`config.mk`:
```
export PLATFORM = sky130hd
export DESIGN_NAME = clk_src_switch
export DESIGN_NICKNAME = d
export VERILOG_FILES = /design/src/rtl/clksw_pkg.sv /design/src/rtl/clksw_fault.sv /design/src/rtl/clksw_req.sv /design/src/rtl/clksw_seq.sv /design/src/rtl/clk_src_switch.sv
export SDC_FILE = /design/constraint.sdc
export NUM_CORES = 1
export LEC_CHECK = 0
export ABC_AREA = 1
export BUFFER_PORTS_ARGS = -buffer_cell sky130_fd_sc_hd__buf_2
export CORE_ASPECT_RATIO = 0.5
export CORE_MARGIN = 3
export CORE_UTILIZATION = 35
export CTS_CLUSTER_SIZE = 28
export DETAILED_ROUTE_END_ITERATION = 6
export HOLD_SLACK_MARGIN = 0.03
export MAX_ROUTING_LAYER = met4
export PLACE_DENSITY_LB_ADDON = 0.1
export SLEW_MARGIN = 5
export SYNTH_ARGS = -nofsm -noshare
export SYNTH_HDL_FRONTEND = slang
export SYNTH_SLANG_ARGS = --single-unit
```
`constraint.sdc`:
```
create_clock -name clk_i -period 1.9 [get_ports clk_i]
set_clock_uncertainty 0.2 [all_clocks]
set_input_delay 0.285 -clock clk_i [delete_from_list [all_inputs] [get_ports clk_i]]
set_output_delay 0.285 -clock clk_i [all_outputs]
set_load 0.02 [all_outputs]
```
`src/rtl/clksw_pkg.sv`:
```
package clksw_pkg;
    localparam int unsigned NSRC = 4;
    localparam int unsigned CODE_W = $clog2(NSRC);

    typedef logic [CODE_W-1:0] code_t;
    typedef logic [NSRC-1:0]   sel_t;

    typedef enum logic [1:0] {
        SW_IDLE = 2'd0,
        SW_GAP  = 2'd1,
        SW_ON   = 2'd2
    } sw_state_e;

    localparam code_t CODE_RC   = code_t'(0);
    localparam code_t CODE_XTAL = code_t'(1);

    function automatic sel_t code2sel(input code_t c);
        sel_t s;
        s = '0;
        s[c] = 1'b1;
        return s;
    endfunction

    // Code 1 uses the crystal directly; codes 2 and 3 use it through a PLL.
    function automatic logic uses_xtal(input code_t c, input logic pll_ref);
        return (c == CODE_XTAL) || (c[CODE_W-1] && pll_ref);
    endfunction
endpackage

```
`src/rtl/clksw_fault.sv`:
```
module clksw_fault
    import clksw_pkg::*;
(
    input  logic  lp_exit_i,
    input  logic  xtal_fail_i,
    input  logic  pll_xtal_ref_i,
    input  code_t sts_i,
    input  code_t tgt_i,
    input  logic  busy_i,
    output logic  force_o
);
    logic xtal_in_use;

    always_comb begin
        xtal_in_use = uses_xtal(sts_i, pll_xtal_ref_i)
                    || (busy_i && uses_xtal(tgt_i, pll_xtal_ref_i));
        force_o = lp_exit_i || (xtal_fail_i && xtal_in_use);
    end
endmodule

```
`src/rtl/clksw_req.sv`:
```
module clksw_req
    import clksw_pkg::*;
(
    input  logic  clk_i,
    input  logic  rst_ni,
    input  logic  wr_i,
    input  code_t code_i,
    input  logic  force_i,
    output code_t req_o
);
    typedef struct packed {
        code_t req;
    } req_reg_t;

    req_reg_t r_d, r_q;

    always_comb begin
        r_d = r_q;
        if (force_i) begin
            r_d.req = CODE_RC;
        end else if (wr_i) begin
            r_d.req = code_i;
        end
    end

    always_ff @(posedge clk_i or negedge rst_ni) begin
        if (!rst_ni) r_q <= '{req: CODE_RC};
        else         r_q <= r_d;
    end

    assign req_o = r_q.req;


    force_clears_req_chk: assert property (@(posedge clk_i) disable iff (!rst_ni)
        force_i |=> (req_o == CODE_RC));


    write_loads_req_chk: assert property (@(posedge clk_i) disable iff (!rst_ni)
        (wr_i && !force_i) |=> (req_o == $past(code_i)));
endmodule

```
`src/rtl/clksw_seq.sv`:
```
module clksw_seq
    import clksw_pkg::*;
#(
    parameter int unsigned OFF_CYC = 2,
    parameter int unsigned ON_CYC  = 2
) (
    input  logic      clk_i,
    input  logic      rst_ni,
    input  code_t     req_i,
    input  sel_t      rdy_i,
    input  logic      force_i,
    output sel_t      sel_o,
    output code_t     sts_o,
    output code_t     tgt_o,
    output logic      busy_o
);
    localparam int unsigned MAXC = (OFF_CYC > ON_CYC) ? OFF_CYC : ON_CYC;
    localparam int unsigned CNT_W = (MAXC < 2) ? 1 : $clog2(MAXC);
    localparam logic [CNT_W-1:0] OFF_LD = CNT_W'(OFF_CYC - 1);
    localparam logic [CNT_W-1:0] ON_LD  = CNT_W'(ON_CYC - 1);

    typedef struct packed {
        sw_state_e        st;
        logic [CNT_W-1:0] cnt;
        code_t            tgt;
        code_t            sts;
        sel_t             sel;
    } seq_reg_t;

    seq_reg_t s_d, s_q;

    always_comb begin
        s_d = s_q;
        unique case (s_q.st)
            SW_IDLE: begin
                if (force_i) begin
                    if (s_q.sts != CODE_RC) begin
                        s_d.st  = SW_GAP;
                        s_d.cnt = OFF_LD;
                        s_d.tgt = CODE_RC;
                        s_d.sel = '0;
                    end
                end else if ((req_i != s_q.sts) && rdy_i[req_i]) begin
                    s_d.st  = SW_GAP;
                    s_d.cnt = OFF_LD;
                    s_d.tgt = req_i;
                    s_d.sel = '0;
                end
            end
            SW_GAP: begin
                // Redirect keeps the running gap count.
                if (force_i) s_d.tgt = CODE_RC;
                if (s_q.cnt == '0) begin
                    s_d.st  = SW_ON;
                    s_d.cnt = ON_LD;
                    s_d.sel = code2sel(s_d.tgt);
                end else begin
                    s_d.cnt = s_q.cnt - 1'b1;
                end
            end
            SW_ON: begin
                if (force_i && (s_q.tgt != CODE_RC)) begin
                    s_d.st  = SW_GAP;
                    s_d.cnt = OFF_LD;
                    s_d.tgt = CODE_RC;
                    s_d.sel = '0;
                end else if (s_q.cnt == '0) begin
                    s_d.st  = SW_IDLE;
                    s_d.sts = s_q.tgt;
                end else begin
                    s_d.cnt = s_q.cnt - 1'b1;
                end
            end
            default: s_d.st = SW_IDLE;
        endcase
    end

    always_ff @(posedge clk_i or negedge rst_ni) begin
        if (!rst_ni) begin
            s_q <= '{st: SW_IDLE, cnt: '0, tgt: CODE_RC, sts: CODE_RC,
                     sel: code2sel(CODE_RC)};
        end else begin
            s_q <= s_d;
        end
    end

    assign sel_o  = s_q.sel;
    assign sts_o  = s_q.sts;
    assign tgt_o  = s_q.tgt;
    assign busy_o = (s_q.st != SW_IDLE);

    // Checker: length of the current zero run on the select vector.
    logic [CNT_W+1:0] zrun_q;
    always_ff @(posedge clk_i or negedge rst_ni) begin
        if (!rst_ni)                   zrun_q <= '0;
        else if (s_d.sel == '0)        zrun_q <= zrun_q + 1'b1;
        else                           zrun_q <= '0;
    end


    sel_onehot_chk: assert property (@(posedge clk_i) disable iff (!rst_ni)
        $onehot0(sel_o));


    zero_gap_len_chk: assert property (@(posedge clk_i) disable iff (!rst_ni)
        zrun_q <= (CNT_W+2)'(OFF_CYC));


    sts_after_sel_chk: assert property (@(posedge clk_i) disable iff (!rst_ni)
        (sts_o != $past(sts_o)) |-> ($past(sel_o) == code2sel(sts_o)));


    start_needs_ready_chk: assert property (@(posedge clk_i) disable iff (!rst_ni)
        ((s_q.st == SW_IDLE) && !force_i && (req_i != sts_o) && !rdy_i[req_i])
            |=> (sel_o == $past(sel_o)));
endmodule

```
`src/rtl/clk_src_switch.sv`:
```
module clk_src_switch
    import clksw_pkg::*;
#(
    parameter int unsigned OFF_CYC = 2,
    parameter int unsigned ON_CYC  = 2
) (
    input  logic                clk_i,
    input  logic                rst_ni,
    input  logic                req_wr_i,
    input  logic [CODE_W-1:0]   req_code_i,
    input  logic [NSRC-1:0]     src_rdy_i,
    input  logic                lp_exit_i,
    input  logic                xtal_fail_i,
    input  logic                pll_xtal_ref_i,
    output logic [NSRC-1:0]     sel_onehot_o,
    output logic [CODE_W-1:0]   sts_code_o,
    output logic [CODE_W-1:0]   req_code_o
);
    code_t req_q;
    code_t sts;
    code_t tgt;
    logic  busy;
    logic  force_fb;

    clksw_fault u_fault (
        .lp_exit_i      (lp_exit_i),
        .xtal_fail_i    (xtal_fail_i),
        .pll_xtal_ref_i (pll_xtal_ref_i),
        .sts_i          (sts),
        .tgt_i          (tgt),
        .busy_i         (busy),
        .force_o        (force_fb)
    );

    clksw_req u_req (
        .clk_i   (clk_i),
        .rst_ni  (rst_ni),
        .wr_i    (req_wr_i),
        .code_i  (req_code_i),
        .force_i (force_fb),
        .req_o   (req_q)
    );

    clksw_seq #(
        .OFF_CYC (OFF_CYC),
        .ON_CYC  (ON_CYC)
    ) u_seq (
        .clk_i   (clk_i),
        .rst_ni  (rst_ni),
        .req_i   (req_q),
        .rdy_i   (src_rdy_i),
        .force_i (force_fb),
        .sel_o   (sel_onehot_o),
        .sts_o   (sts),
        .tgt_o   (tgt),
        .busy_o  (busy)
    );

    assign sts_code_o = sts;
    assign req_code_o = req_q;


    fallback_to_rc_chk: assert property (@(posedge clk_i) disable iff (!rst_ni)
        (force_fb && busy) |=> (tgt == CODE_RC));
endmodule

```
Yosys cells after proc, flatten, opt, wreduce, memory -nomap -nowiden
Index checks and enable logic that the tools add are counted.
{ "op_classes": {"n_addsub": 1, "n_mul": 0, "n_div": 0, "n_lt_le_gt_ge": 3, "eq_ne": 10, "shift": 0, "mux": 25, "bitwise_logic": 2, "reduce_logical": 22} }
{ "ops": {"columns": ["operator", "count"], "rows": [
  ["two-way mux 4 bit", 5],
  ["two-way mux 5 bit", 3],
  ["two-way mux 2 bit", 7],
  ["case mux 4 bit (3 select lines)", 1],
  ["case mux 3 bit (3 select lines)", 1],
  ["AND reduction 4 bit", 2],
  ["nonzero test 2 bit", 4],
  ["logical AND 1 bit", 7],
  ["equality test 2 x 1 -> 1 bit (second input constant)", 3],
  ["< comparator 2 x 3 -> 1 bit (second input constant)", 2],
  ["inequality test 3 bit (second input constant)", 2],
  ["case mux 2 bit (3 select lines)", 1],
  ["AND reduction 3 bit", 2],
  ["AND reduction 5 bit", 1],
  ["logical OR 1 bit", 4],
  ["two-way mux 1 bit", 4],
  ["two-way mux 3 bit", 1],
  ["inequality test 3 x 1 -> 1 bit (second input constant)", 1],
  ["nonzero test 3 bit", 1],
  ["binary-select mux 1 bit (select 2 bit)", 1],
  ["demux 1 bit (select 2 bit)", 1],
  ["equality test 2 bit (second input constant)", 1],
  ["greater-or-equal comparator 2 x 1 -> 1 bit (second input constant)", 1],
  ["zero test 2 bit", 1],
  ["other kinds (5)", 6]
]} }
{ "word_totals": {"reg_bits": 13, "latchBits": 0, "mem_bits_rw": 0, "rom_bits": 0, "inputBits": 12, "memories": 0} }

Logic depth before layout (Yosys ltp)
{ "depth": {"depth_word": 14, "mapped_depth": 13, "ltp_nobuf": 13} }

By module
A second synthesis with hierarchy kept.
{ "hier_totals": {"hier_cells": 145, "area_unflattened_um2": 997.2} }
{ "by_module_without_submodules": {"columns": ["mod", "instances", "cells_each", "area_per_inst_um2", "seq_area_each_um2"], "rows": [
  ["clksw_seq", 1, 120, 854.6, 276.5],
  ["clksw_req", 1, 10, 85.1, 50.0],
  ["clksw_fault", 1, 15, 57.6, 0.0]
]} }

Worst setup path after synthesis
OpenSTA, ideal clock, no wires.
{ "synth_timing": {"path_type": "reg-to-reg", "from": "reg u_seq.s_q[9] in the netlist's numbering", "to": "reg u_seq.s_q, in the netlist u_seq.sel_o[1]", "t_arrival_ns": 1.439, "setup_slack_ns": 0.140, "stages_incl_launch_ff": 12, "synth_period_minus_slack_ns": 1.760, "path_cell_list": "dfrtp_1 -> inv_1 -> ha_1 -> inv_1 -> nand3_2 -> nand2_4 -> a21oi_4 -> nand2_4 -> nand2_4 -> nand2_2 -> o21bai_1 -> nand2_1"} }
{ "synth_between": {"elab_chain_len": 13, "elab_cells_between_ends": 25, "cone_classes": "order compare: 2; eq/ne: 6; mux: 7; reduce/logical: 10"} }
{ "synth_rtl": {"columns": ["item", "line", "rtl"], "rows": [
  ["start: declaration", "clksw_seq.sv:30", "seq_reg_t s_d, s_q;"],
  ["start signal: assignment", "clksw_seq.sv:80", "s_q <= '{st: SW_IDLE, cnt: '0, tgt: CODE_RC, sts: CODE_RC,"],
  ["nonzero test 2 bit", "clksw_seq.sv:90", "assign busy_o = (s_q.st != SW_IDLE);"],
  ["logical AND 1 bit", "clksw_fault.sv:16", "|| (busy_i && uses_xtal(tgt_i, pll_xtal_ref_i));"],
  ["logical OR 1 bit", "clksw_fault.sv:16", null],
  ["logical AND 1 bit", "clksw_fault.sv:17", "force_o = lp_exit_i || (xtal_fail_i && xtal_in_use);"],
  ["logical OR 1 bit", "clksw_fault.sv:17", null],
  ["two-way mux 2 bit", "clksw_seq.sv:52", "if (force_i) s_d.tgt = CODE_RC;"],
  ["two-way mux 2 bit", "clksw_seq.sv:34", "unique case (s_q.st)"],
  ["< comparator 2 x 3 -> 1 bit (implied by the code) or greater-or-equal comparator 2 x 1 -> 1 bit (tied branches)", "clksw_pkg.sv:20", "s[c] = 1'b1;"],
  ["logical AND 1 bit (implied by the code)", "clksw_pkg.sv:20", null],
  ["two-way mux 1 bit (implied by the code)", "clksw_pkg.sv:20", null],
  ["demux 1 bit (select 2 bit)", null, null],
  ["two-way mux 4 bit", "clksw_seq.sv:53", "if (s_q.cnt == '0) begin"],
  ["case mux 4 bit (3 select lines)", "clksw_seq.sv:34", null]
]} }
Parallel ways exist; a longest one is shown, timed or not. The select of a mux whose other input is x is not followed.
A chain may end at the register's enable or synchronous reset.

Worst setup path after layout
{ "layout_timing": {"from": "reg u_seq.s_q[9] in the netlist's numbering", "to": "reg u_seq.s_q, in the netlist u_seq.tgt_o[1]"} }
{ "layout_between": {"elab_chain_len": 8, "elab_cells_between_ends": 18, "cone_classes": "eq/ne: 5; mux: 4; reduce/logical: 9"} }
{ "layout_rtl": {"columns": ["item", "line"], "rows": [
  ["nonzero test 2 bit", "clksw_seq.sv:90"],
  ["logical AND 1 bit", "clksw_fault.sv:16"],
  ["logical OR 1 bit", "clksw_fault.sv:16"],
  ["logical AND 1 bit", "clksw_fault.sv:17"],
  ["logical OR 1 bit", "clksw_fault.sv:17"],
  ["two-way mux 2 bit or logical AND 1 bit (tied branches)", "clksw_seq.sv:52, clksw_seq.sv:62"],
  ["two-way mux 2 bit or inequality test 2 x 1 -> 1 bit (tied branches)", null],
  ["case mux 3 bit (3 select lines) or AND reduction 4 bit (tied branches)", null]
]} }
Parallel ways exist; a longest one is shown, timed or not. The select of a mux whose other input is x is not followed.

==> reports/results.ini <==
[pwr]
p_per_area_nw_per_um2 = 1420
peakVddDrop_mv = 0.657
intPower_w = 0.000914
switchingPower_w = 0.000857
p_clk_share_pct = 14.7
p_sw_share_pct = 48.4
power_frac_seq_pct = 24.2
comb_power_share_pct = 61.1
p_leak_nw = 0.689

[place]
preCtsSetupSlack_ns = -0.0152
placement.io_buffers = 19
gp_congestion = 0.840
dp_hpwl_um = 1800

[yosys]
synth.distinct_cells = 19
syn_inst = 142
synth_seq_cells = 13
syn-num-nets = 159
yosysWarnings = 0
syn_area_sq_um = 1040
avgSynthCellArea_sq_um = 7.36
synth-seq-area-share_pct = 31.3

[setup_path]
crit_type = flip-flop to flip-flop
r2r_cells = 11
rr_startpoint = u_seq.s_q[9]
cp.required_ns = 1.84
path_max_fanout = 5
cp-start-kind = flip-flop
setup.worst_path.start = u_seq.s_q[9]
endpoint_kind = flip-flop
crit_arrival_ns = 1.71

[min_path]
hold_depth = 3
worstHoldStart = req_code_i[0]
hp-class = input pin to flip-flop

[cells_and_area]
fillers = 286
antennaDiodeCount = 0
drive_gt1_share_pct = 29.9
nets = 182
syn_to_final_growth_pct = 19.8
layout_common_cells = nand2_1 (39), inv_1 (19), buf_2 (19), nand3_1 (17), dfrtp_1 (12)
mostFrequentLayoutCell = nand2_1

[sta]
rsz0062_at_grt = false
fmax_mhz = 563
holdWs_ns = 0.0664
period_share_pct = 93.4
setup_viol = 0
setup_slack_ns = 0.125
drv_slew = 0
period_needed_ns = 1.77
relSlewSlack_pct = 78.6
tightestPinTransition_ns = 0.321
hold_viol_final = 0

[floorplanning]
core_sq_um = 2720
dieArea_sq_um = 3720
die_h_um = 44.6
ios = 20
row_count = 13
die_w_um = 83.3
initial_core_util_pct = 38.5

[route]
vias_per_cell = 4.49
initialDrtViolationCount = 33
num_vias = 902
routedWlPerCell_um = 11.5
drt-total-wl_um = 2320
detail_route.drc_violations = 0
postRouteAntennaNets = 0
dr.pass1.iters = 4

[status]
status = completed

[cts]
cts.sinks = 13
cts_tree = done
cts_buffers = 3
cts.htree.levels = 1
clk_latency_ns = 0.25
path_clk_slew_ns = 0.06
cts_max_path_buffers = 2
cts_root_buf = clkbuf_8

[global_routing]
grt_max_degree = 14
grt_pass1_vias = 822
antenna_found_initial = 0
gr-usage-all-layers_pct = 13.9
grt_pass1_wl_um = 3860
grt-ovfl-total = 0

[flow_run]
maxCapViolations = 0

-- critical path: stages (launching register included) --
cell and delay, ns:
dfrtp_1 0.39, inv_2 0.08, ha_4 0.13, inv_1 0.06, nand3_2 0.09, nand2_4 0.07
a21oi_4 0.19, nand2_4 0.09, nand2_4 0.09, nand3_1 0.13, nand2_1 0.09, o21ai_1 0.06
-- state kept, by name (all words and copies together) (netlist names) --
register and flops:
u_seq.tgt_o 2, u_seq.sel_o 4, u_req.req_o 2, u_seq.sts_o 2
u_seq.s_q 3
-- what timing repair did --
| item | in CTS | in global routing |
|---|---|---|
| hold buffers | 1 | 0 |
| pin swaps | 1 | 2 |
| gates resized for setup | 0 | 5 |
| endpoints found under the setup margin | 7 | 11 |
| hold endpoints to repair | 13 | 0 |
| setup buffers | 1 | 0 |
-- final timing paths --
check / slack [ns] / end
worst max-delay path: 0.13 / u_seq.tgt_o[1]
worst min-delay path: 0.07 / u_req.req_o[0]
worst max register to register: 0.13 / u_seq.tgt_o[1]
worst min register to register: 0.35 / u_seq.sel_o[0]
max in group asynchronous: 0.95 / u_seq.sel_o[0]
min in group asynchronous: 0.26 / u_seq.sts_o[1]
-- routing by layer --
layer | global-route usage, % | part of all wire, % | vias to the layer above
met2 | 19.1 | 38 | 23
met3 | 4.83 | 7.0 | 2
met5 | - | 0 | -
li1 | - | - | 482
met1 | 19.9 | 54 | 395
met4 | 1.95 | 0.52 | 0
-- through the flow --
step	instance area, sq um	utilization, %	total power, W	setup TNS [ns]	std cells
after floorplan	1040	-	0.00123	0	142
after global routing	1250	46.1	0.00191	0	201
after CTS	1240	45.6	0.00174	0	201
after detailed placement	1160	42.8	0.00144	-0.0185	195
after global placement	1160	42.8	0.00145	0	195
final	1250	46.1	0.00177	0	201
-- cells by family (layout without fill, tap and decap cells) --
| kind of cell | count (synthesis) | count (layout) | synth area share (%) |
|---|---|---|---|
| and+or+nand+nor | 79 | 79 | 39.5 |
| buffers and inverters | 30 | 52 | 12.9 |
| AOI/OAI and AO/OA | 15 | 15 | 10.3 |
| DFF | 13 | 13 | 31.3 |
| adders and majority gates | 5 | 5 | 5.99 |
-- final cells by class --
class / instances / area (sq um) / area share (%)
Clock buffer: 4 / 45.0 / 3.60
Inverter: 24 / 90.1 / 7.20
Multi-Input combinational cell: 99 / 596 / 47.6
Sequential cell: 13 / 327 / 26.1
Tap cell: 37 / 46.3 / 3.70
Timing Repair Buffer: 24 / 148 / 11.8
-- synthesized netlist by cell type --
cell       n  area share (%)
inv_2      3             1.1
nand2_2    3             1.8
a21oi_1    3             1.4
and2_4     1            0.84
nand2_4    8             8.6
o21bai_1   4             2.9
o21ai_0    5             2.4
nor2_1     9             3.2
ha_1       5             6.0
dfrtp_1   12              29
a21oi_4    2             3.1
o21ai_1    1            0.48
nand2_8    1             1.9
buf_4      6             4.3
nand3_1   17             8.1
nand3_2    1            0.96
inv_1     21             7.5
nand2_1   39              14
dfstp_2    1             2.5
-- power by group through the flow --
| stage | Clock (W) | Sequential [W] | Combinational [W] |
|---|---|---|---|
| 3_3_place_gp | 0 | 0.000430 | 0.00102 |
| 6_report | 0.000260 | 0.000430 | 0.00108 |
| 5_1_grt | 0.000278 | 0.000443 | 0.00119 |
| 2_1_floorplan | 0 | 0.000433 | 0.000799 |
| 3_5_place_dp | 0 | 0.000430 | 0.00101 |
| 4_1_cts | 0.000266 | 0.000426 | 0.00105 |
Power figures use the tool's default switching activity.
